$ cat src/rtl/dacfc_pkg.sv
package dacfc_pkg;

  typedef enum logic [1:0] {
    ST_IDLE  = 2'd0,
    ST_LEAD  = 2'd1,
    ST_SHIFT = 2'd2
  } frame_state_t;

  typedef struct packed {
    logic load;
    logic shift;
  } dp_ctrl_t;

endpackage

$ cat src/rtl/dacfc_datapath.sv
module dacfc_datapath
  import dacfc_pkg::*;
#(
  parameter int CTRL_W   = 8,
  parameter int SAMPLE_W = 8
) (
  input  logic                clk,
  input  logic                rstN,
  input  dp_ctrl_t            dpCtrl,
  input  logic [CTRL_W-1:0]   ctrlByte,
  input  logic [SAMPLE_W-1:0] sampleByte,
  output logic                serialOut,
  output logic                lastBit
);
  localparam int FRAME_W = CTRL_W + SAMPLE_W;
  localparam int CNT_W   = $clog2(FRAME_W);
  localparam logic [CNT_W-1:0] LAST_IDX = CNT_W'(FRAME_W - 1);

  logic [FRAME_W-1:0] shiftReg;
  logic [CNT_W-1:0]   bitCnt;

  always_ff @(negedge clk or negedge rstN) begin
    if (!rstN) begin
      shiftReg <= '0;
      bitCnt   <= '0;
    end else if (dpCtrl.load) begin
      shiftReg <= {ctrlByte, sampleByte};
      bitCnt   <= LAST_IDX;
    end else if (dpCtrl.shift) begin
      shiftReg <= {shiftReg[FRAME_W-2:0], 1'b0};
      bitCnt   <= bitCnt - CNT_W'(1);
    end
  end

  assign serialOut = shiftReg[FRAME_W-1];
  assign lastBit   = (bitCnt == '0);

  // an accept presets the counter to the top bit index
  p_load_preset_r3: assert property (@(negedge clk) disable iff (!rstN)
    dpCtrl.load |=> bitCnt == LAST_IDX);

  // each shift steps the counter down by one
  p_count_step_r4: assert property (@(negedge clk) disable iff (!rstN)
    (dpCtrl.shift && !lastBit) |=> bitCnt == $past(bitCnt) - CNT_W'(1));

  // load and shift never coincide
  p_strobe_excl_r4: assert property (@(negedge clk) disable iff (!rstN)
    !(dpCtrl.load && dpCtrl.shift));

endmodule

$ cat src/rtl/dacfc_control.sv
module dacfc_control
  import dacfc_pkg::*;
(
  input  logic     clk,
  input  logic     rstN,
  input  logic     convert,
  input  logic     lastBit,
  output dp_ctrl_t dpCtrl,
  output logic     syncN,
  output logic     sclkEn,
  output logic     busy,
  output logic     done
);
  frame_state_t state, stateNext;
  logic         doneReg;

  always_comb begin
    stateNext = state;
    unique case (state)
      ST_IDLE:  if (convert) stateNext = ST_LEAD;
      ST_LEAD:  stateNext = ST_SHIFT;
      ST_SHIFT: if (lastBit) stateNext = ST_IDLE;
      default:  stateNext = ST_IDLE;
    endcase
  end

  always_ff @(negedge clk or negedge rstN) begin
    if (!rstN) begin
      state   <= ST_IDLE;
      doneReg <= 1'b0;
    end else begin
      state   <= stateNext;
      doneReg <= (state == ST_SHIFT) && lastBit;
    end
  end

  assign dpCtrl.load  = (state == ST_IDLE) && convert;
  assign dpCtrl.shift = (state == ST_SHIFT);

  assign busy   = (state != ST_IDLE);
  assign syncN  = !busy;
  assign sclkEn = (state == ST_SHIFT);
  assign done   = doneReg;

  // serial clock only runs inside a sync window
  p_sclk_in_sync_r4: assert property (@(negedge clk) disable iff (!rstN)
    sclkEn |-> !syncN);

  // done lasts a single cycle
  p_done_single_r8: assert property (@(negedge clk) disable iff (!rstN)
    done |=> !done);

  // the frame has fully closed when done is raised
  p_done_closed_r6: assert property (@(negedge clk) disable iff (!rstN)
    done |-> (syncN && !sclkEn && !busy));

  // sync falls into a lead cycle without serial clock
  p_lead_cycle_r3: assert property (@(negedge clk) disable iff (!rstN)
    $fell(syncN) |-> !sclkEn);

  // once busy, the frame is not restarted by convert
  p_no_restart_r7: assert property (@(negedge clk) disable iff (!rstN)
    (busy && !dpCtrl.shift) |-> !dpCtrl.load);

endmodule

$ cat src/rtl/dac_frame_ctrl.sv
module dac_frame_ctrl
  import dacfc_pkg::*;
#(
  parameter int CTRL_W   = 8,
  parameter int SAMPLE_W = 8
) (
  input  logic                clk,
  input  logic                rstN,
  input  logic                convert,
  input  logic [CTRL_W-1:0]   ctrlByte,
  input  logic [SAMPLE_W-1:0] sampleByte,
  output logic                syncN,
  output logic                sclkEn,
  output logic                sdata,
  output logic                busy,
  output logic                done
);
  dp_ctrl_t dpCtrl;
  logic     lastBit;

  dacfc_control i_control (
    .clk     (clk),
    .rstN    (rstN),
    .convert (convert),
    .lastBit (lastBit),
    .dpCtrl  (dpCtrl),
    .syncN   (syncN),
    .sclkEn  (sclkEn),
    .busy    (busy),
    .done    (done)
  );

  dacfc_datapath #(
    .CTRL_W   (CTRL_W),
    .SAMPLE_W (SAMPLE_W)
  ) i_datapath (
    .clk        (clk),
    .rstN       (rstN),
    .dpCtrl     (dpCtrl),
    .ctrlByte   (ctrlByte),
    .sampleByte (sampleByte),
    .serialOut  (sdata),
    .lastBit    (lastBit)
  );

endmodule

$ cat config.mk
export PLATFORM = sky130hd
export DESIGN_NAME = dac_frame_ctrl
export DESIGN_NICKNAME = d
export VERILOG_FILES = /design/src/rtl/dacfc_pkg.sv /design/src/rtl/dacfc_datapath.sv /design/src/rtl/dacfc_control.sv /design/src/rtl/dac_frame_ctrl.sv
export SDC_FILE = /design/constraint.sdc
export NUM_CORES = 1
export LEC_CHECK = 0
export BUFFER_PORTS_ARGS = -buffer_cell sky130_fd_sc_hd__buf_2
export CORE_AREA = 5 5 56 58
export CTS_BUF_LIST = sky130_fd_sc_hd__clkbuf_4
export CTS_CLUSTER_SIZE = 12
export DETAILED_ROUTE_END_ITERATION = 12
export DIE_AREA = 0 0 61 63
export PLACE_DENSITY = 0.65
export SLEW_MARGIN = 20
export SYNTH_ARGS = -nofsm -noshare
export SYNTH_HDL_FRONTEND = slang
export SYNTH_HIERARCHICAL = 1
export SYNTH_SLANG_ARGS = --single-unit
$ cat constraint.sdc
create_clock -name clk -period 2.01 [get_ports clk]
set_input_delay 0.402 -clock clk [delete_from_list [all_inputs] [get_ports clk]]
set_output_delay 0.402 -clock clk [all_outputs]
set_load 0.02 [all_outputs]
==> reports/results.ini, run 1 <==
[outcome]
outcome=complete, but fails checks
violations=setup timing

[yosys]
synthesis.nets=122
synth.avg_cell_area_um2=10.7
synth-edff-count=0
netlist_top_cells_area=dfrtn_1 (53%), mux2i_1 (16%), o21ai_1 (6.9%), nand2_1 (5.8%), buf_6 (2.1%)
syn-cell-area_um2=1090
synthCells=102
yosys.area.top_type=dfrtn_1
synth_top_area_share_pct=52.8
synth_cell_types=25
ys_top_cells_by_count=dfrtn_1 (23), mux2i_1 (17), nand2_1 (17), o21ai_1 (15), buf_2 (4)
synth_seq_area_share_pct=52.8
synth.most_common_cell=dfrtn_1
async_flop_share_pct=100
ys_ff_latch=23
ys_warn_count=6
synth_top_flop_cell=dfrtn_1

[drt]
wl_per_cell_um=11.7
drc_errors=0
dr_total_vias=774
drt_wl_total_mm=1.91
first_iter_violations=17
ant_nets=0
viasPerCell=4.75
drt_pass1_iterations=5

[cells_and_area]
antenna_cells=0
area_growth_pct=25.6
final_nets=153
layout-drive-gt1-share_pct=31.8
fin_cells=163
fin_area_um2=1370

[placement]
place_ws_ns=-0.259
dp_cells=156
gp_congestion=0.643
io_buffers=23
post-dp-hpwl_mm=1.36
dpl-instance-area_um2=1290

[power_and_ir_drop]
cellLeakagePower_nw=0.659
power_density_nw_per_um2=1460
vdd_drop_max_mv=0.784

[clock_tree]
htreeDepth=1
clk_pin_slew_ns=0.08
root_buffer=clkbuf_4
cts_sinks=23
clockBufferDepth=2
cts_tree=done
clock_latency_ns=0.30
numCtsBuffers=3

[floorplanning]
pin_count=24
coreArea_um2=2620
die_height_um=63
die_w_um=61
initial_core_util_pct=41.7
rows=19
die_area_um2=3840

[timing]
fin_skew_ns=0.00307
slew_viol_final=0
slew_headroom_pct=79.2
finalHoldViolCount=0
tightest_slew_ns=0.312
setup_ws_ns=-0.497
rsz0062_at_grt=true
setup_viol_count_final=5

[hold_path]
hold_class=flop to flop
hold_start=i_datapath/shiftReg[8]
min_path_cells=2
hold_end=i_datapath/shiftReg[8]

[worst_setup_path]
endpoint_kind=output pin
r2r-start=i_control/state[1]
start_kind=flop
cp_max_fo=3
critPathArrivalTime_ns=2.10
worstPathRequired_ns=1.61
r2r-end=i_datapath/bitCnt[3]
reg2reg_slack_ns=0.42
reg2regPathDepth=5
crit_type=flop to output pin

[global_routing]
grt_usage_pct=11.1
globalRoute.totalOverflow=0
grt_max_degree=24
grt_pass1_wl_mm=3.31
grt_pass1_vias=777
antenna_found_initial=0

[flow_run]
maxCapViolations=0

## worst max-delay path: stages (launching register included)
cell and delay, ns:
dfrtn_1 0.44, and2b_2 0.23, buf_6 0.13
## metal layers
metal	global-route usage, %	wire length [µm]	up-vias
met2	17.4	894	19
met1	15.0	907	355
met3	2.48	107	0
met5	0	0	-
li1	-	-	400
met4	3.25	0	0
## cell usage in the layout, fill, tap and decap left out, types with 2 or more instances in the layout
cell type	n
dfrtn_1	23
buf_2	18
mux2i_1	17
nand2_1	17
o21ai_1	16
buf_4	8
clkbuf_4	4
buf_6	4
nand2b_1	3
buf_12	3
and2_1	2
inv_1	2
## state kept, by name (all words and copies together), names as in the netlist
name	count
i_control/state	2
i_datapath/bitCnt	4
i_control/done	1
i_datapath/shiftReg	16
## through the flow
step / TNS (ns) / power, mW / utilization (%) / hold WS [ns]
6_report: -1.95 / 2.00 / 52.4 / 0.500
5_1_grt: -2.22 / 2.17 / 52.4 / 0.521
3_3_place_gp: -4.92 / 1.67 / 49.3 / 0.483
2_1_floorplan: -0.776 / 1.52 / - / 0.401
3_5_place_dp: -4.96 / 1.70 / 49.3 / 0.489
4_1_cts: -2.05 / 1.99 / 51.7 / 0.498
## cell families (layout without fill, tap and decap cells)
| family | Yosys count | in the layout | synth area share [%] |
|---|---|---|---|
| adders and majority gates | 1 | 1 | 1.15 |
| buffers and inverters | 10 | 40 | 5.62 |
| DFF | 23 | 23 | 52.8 |
| muxes | 17 | 17 | 15.6 |
| and+or+nand+nor | 31 | 31 | 14.9 |
| xor gates and xnor gates | 1 | 1 | 0.803 |
| AOI/OAI and AO/OA | 19 | 19 | 9.17 |
## worst max path at each step
stage               cells past startpoint          startpoint                      to
detailed placement                      4             convert  i_datapath/shiftReg[4]
global placement                        4             convert  i_datapath/shiftReg[9]
CTS                                     2  i_control/state[0]                  sclkEn
finish                                  2  i_control/state[0]                  sclkEn
floorplan                               2  i_control/state[0]                   syncN
global route                            2  i_control/state[0]                  sclkEn
## repair_timing
item,4_1_cts,5_1_grt
cloned,0,0
hold buffers,0,0
pin swaps,1,1
setup buffers,1,2
gates resized for setup,8,2
setup endpoints to repair,5,8
## area by class of cell
class	count	area, µm²
clock buffer	4	30.0
fill	264	1240
inverter	3	13.8
multi-input combinational	69	457
sequential	23	576
tap	31	38.8
timing repair buffer	33	255
## power by group
| group | switching [mW] | internal (mW) |
|---|---|---|
| Clock | 0.129 | 0.0908 |
| Combinational | 0.457 | 0.524 |
| Sequential | 0.122 | 0.679 |
(Power assumes the default switching activity.)
==> inputs of run 2 (changes only) <==
--- a/config.mk
+++ b/config.mk
@@ -6,12 +6,15 @@
 export NUM_CORES = 1
 export LEC_CHECK = 0
 export BUFFER_PORTS_ARGS = -buffer_cell sky130_fd_sc_hd__buf_2
-export CORE_AREA = 5 5 56 58
+export CELL_PAD_IN_SITES_DETAIL_PLACEMENT = 1
+export CELL_PAD_IN_SITES_GLOBAL_PLACEMENT = 2
+export CORE_AREA = 5 5 61 63
 export CTS_BUF_LIST = sky130_fd_sc_hd__clkbuf_4
 export CTS_CLUSTER_SIZE = 12
 export DETAILED_ROUTE_END_ITERATION = 12
-export DIE_AREA = 0 0 61 63
-export PLACE_DENSITY = 0.65
+export DIE_AREA = 0 0 66 68
+export PLACE_DENSITY_LB_ADDON = 0.1
+export REMOVE_ABC_BUFFERS = 1
 export SLEW_MARGIN = 20
 export SYNTH_ARGS = -nofsm -noshare
 export SYNTH_HDL_FRONTEND = slang
==> reports/results.ini, run 2 (same netlist as run 1, synthesis figures left out) <==
[cells_and_area]
layout_commonest_cell=dfrtn_1
area_growth_pct=23.6
layout-drive-gt1-share_pct=30.0
final_cell_mix=dfrtn_1 (23), buf_2 (18), mux2i_1 (17), nand2_1 (17), o21ai_1 (15)
multi_input_area_um2=455
regMostFlops=i_datapath/shiftReg
final_nets=151
largest_reg_flops=16
regArea_um2=576
antenna_cells=0
reg_top3=i_datapath/shiftReg (16), i_datapath/bitCnt (4), i_control/state (2)
fillCellCount=354
fin_cells=176

[timing]
setup_ws_ns=-0.511
slew_viol_final=0
tightest_slew_ns=0.324
finalHoldViolCount=0
setup_viol_count_final=5
rsz0062_at_grt=true
fin_skew_ns=0.00396
slew_headroom_pct=78.4
whs_ns=0.496

[global_routing]
grt_max_degree=24
grt_pass1_vias=810
grt_pass1_wl_mm=3.48
globalRoute.totalOverflow=0
grt_usage_pct=9.90
antenna_found_initial=0

[floorplanning]
pin_count=24
coreArea_um2=3180
initial_core_util_pct=34.3
die_area_um2=4490
die_w_um=66
die_height_um=68
rows=21

[worst_setup_path]
start_kind=flop
worstPathRequired_ns=1.61
critPathArrivalTime_ns=2.12
cp_max_fo=3
crit_type=flop to output pin
endpoint_kind=output pin

[power_and_ir_drop]
fin_total_pwr_mw=1.96
cellLeakagePower_nw=0.641
power_density_nw_per_um2=1460
vdd_drop_max_mv=0.384

[flow_run]
maxCapViolations=0

[drt]
ant_nets=0
drc_errors=0
first_iter_violations=31
drt_pass1_iterations=2
drt_wl_total_mm=2.06
dr_total_vias=769
viasPerCell=4.37
wl_per_cell_um=11.7

[clock_tree]
numCtsBuffers=3
clockBufferDepth=2
clock_latency_ns=0.30
cts_hold_buffers=0
htreeDepth=1
cts_sinks=23
clk_pin_slew_ns=0.09
cts_tree=done
root_buffer=clkbuf_4

[placement]
io_buffers=23
dp_cells=171
gp_congestion=0.655

[outcome]
outcome=complete, but fails checks
violations=setup timing

[hold_path]
hold_class=flop to flop

## run 2: power breakdown
part	total [mW]	internal [mW]	switching, mW
combinational	0.942	0.486	0.456
clock	0.227	0.0907	0.136
sequential	0.795	0.679	0.116
## run 2: layout make-up
type	instances	area share, %
clock buffers	4	2.23
flip-flops and latches	23	42.7
multi-input cells	69	33.8
inverters	3	0.835
well taps	46	4.27
repair buffers	31	16.2
## run 2: stage by stage
stage	cell area (µm²)	TNS (ns)	utilization [%]	setup WS, ns
after floorplan	1040	-7.83	-	-0.589
after global placement	1280	-3.63	40.2	-0.200
after detailed placement	1280	-3.92	40.2	-0.220
after CTS	1340	-2.04	42.2	-0.539
after global routing	1350	-2.19	42.4	-0.562
final	1350	-1.97	42.4	-0.511
## run 2: worst paths after layout
path | start | end | slack (ns) | cells past startpoint
worst max-delay path | i_control/state[0] | sclkEn | -0.51 | 2
worst min-delay path | i_datapath/bitCnt[0] | i_datapath/bitCnt[0] | 0.50 | 2
worst max register to register | i_control/state[1] | i_datapath/bitCnt[3] | 0.49 | 4
worst min register to register | i_datapath/bitCnt[0] | i_datapath/bitCnt[0] | 0.50 | 2
max in group asynchronous | rstN | i_control/state[0] | 0.79 | 2
min in group asynchronous | rstN | i_datapath/bitCnt[1] | 0.96 | 2
## run 2: repair_timing
item | CTS | global route
resized for setup | 8 | 3
setup endpoints to repair | 5 | 5
setup buffers | 1 | 0
pin swaps | 1 | 0
## run 2: critical path: stages, from the launching register on
cell	delay, ns
dfrtn_1	0.44
and2b_2	0.25
buf_6	0.13
## run 2: per-layer routing
layer  routed length [µm]  GRT usage [%]
met1                  917           12.6
met3                   79           2.13
met2                 1050           17.3
met5                    0              0
met4                   11           2.28
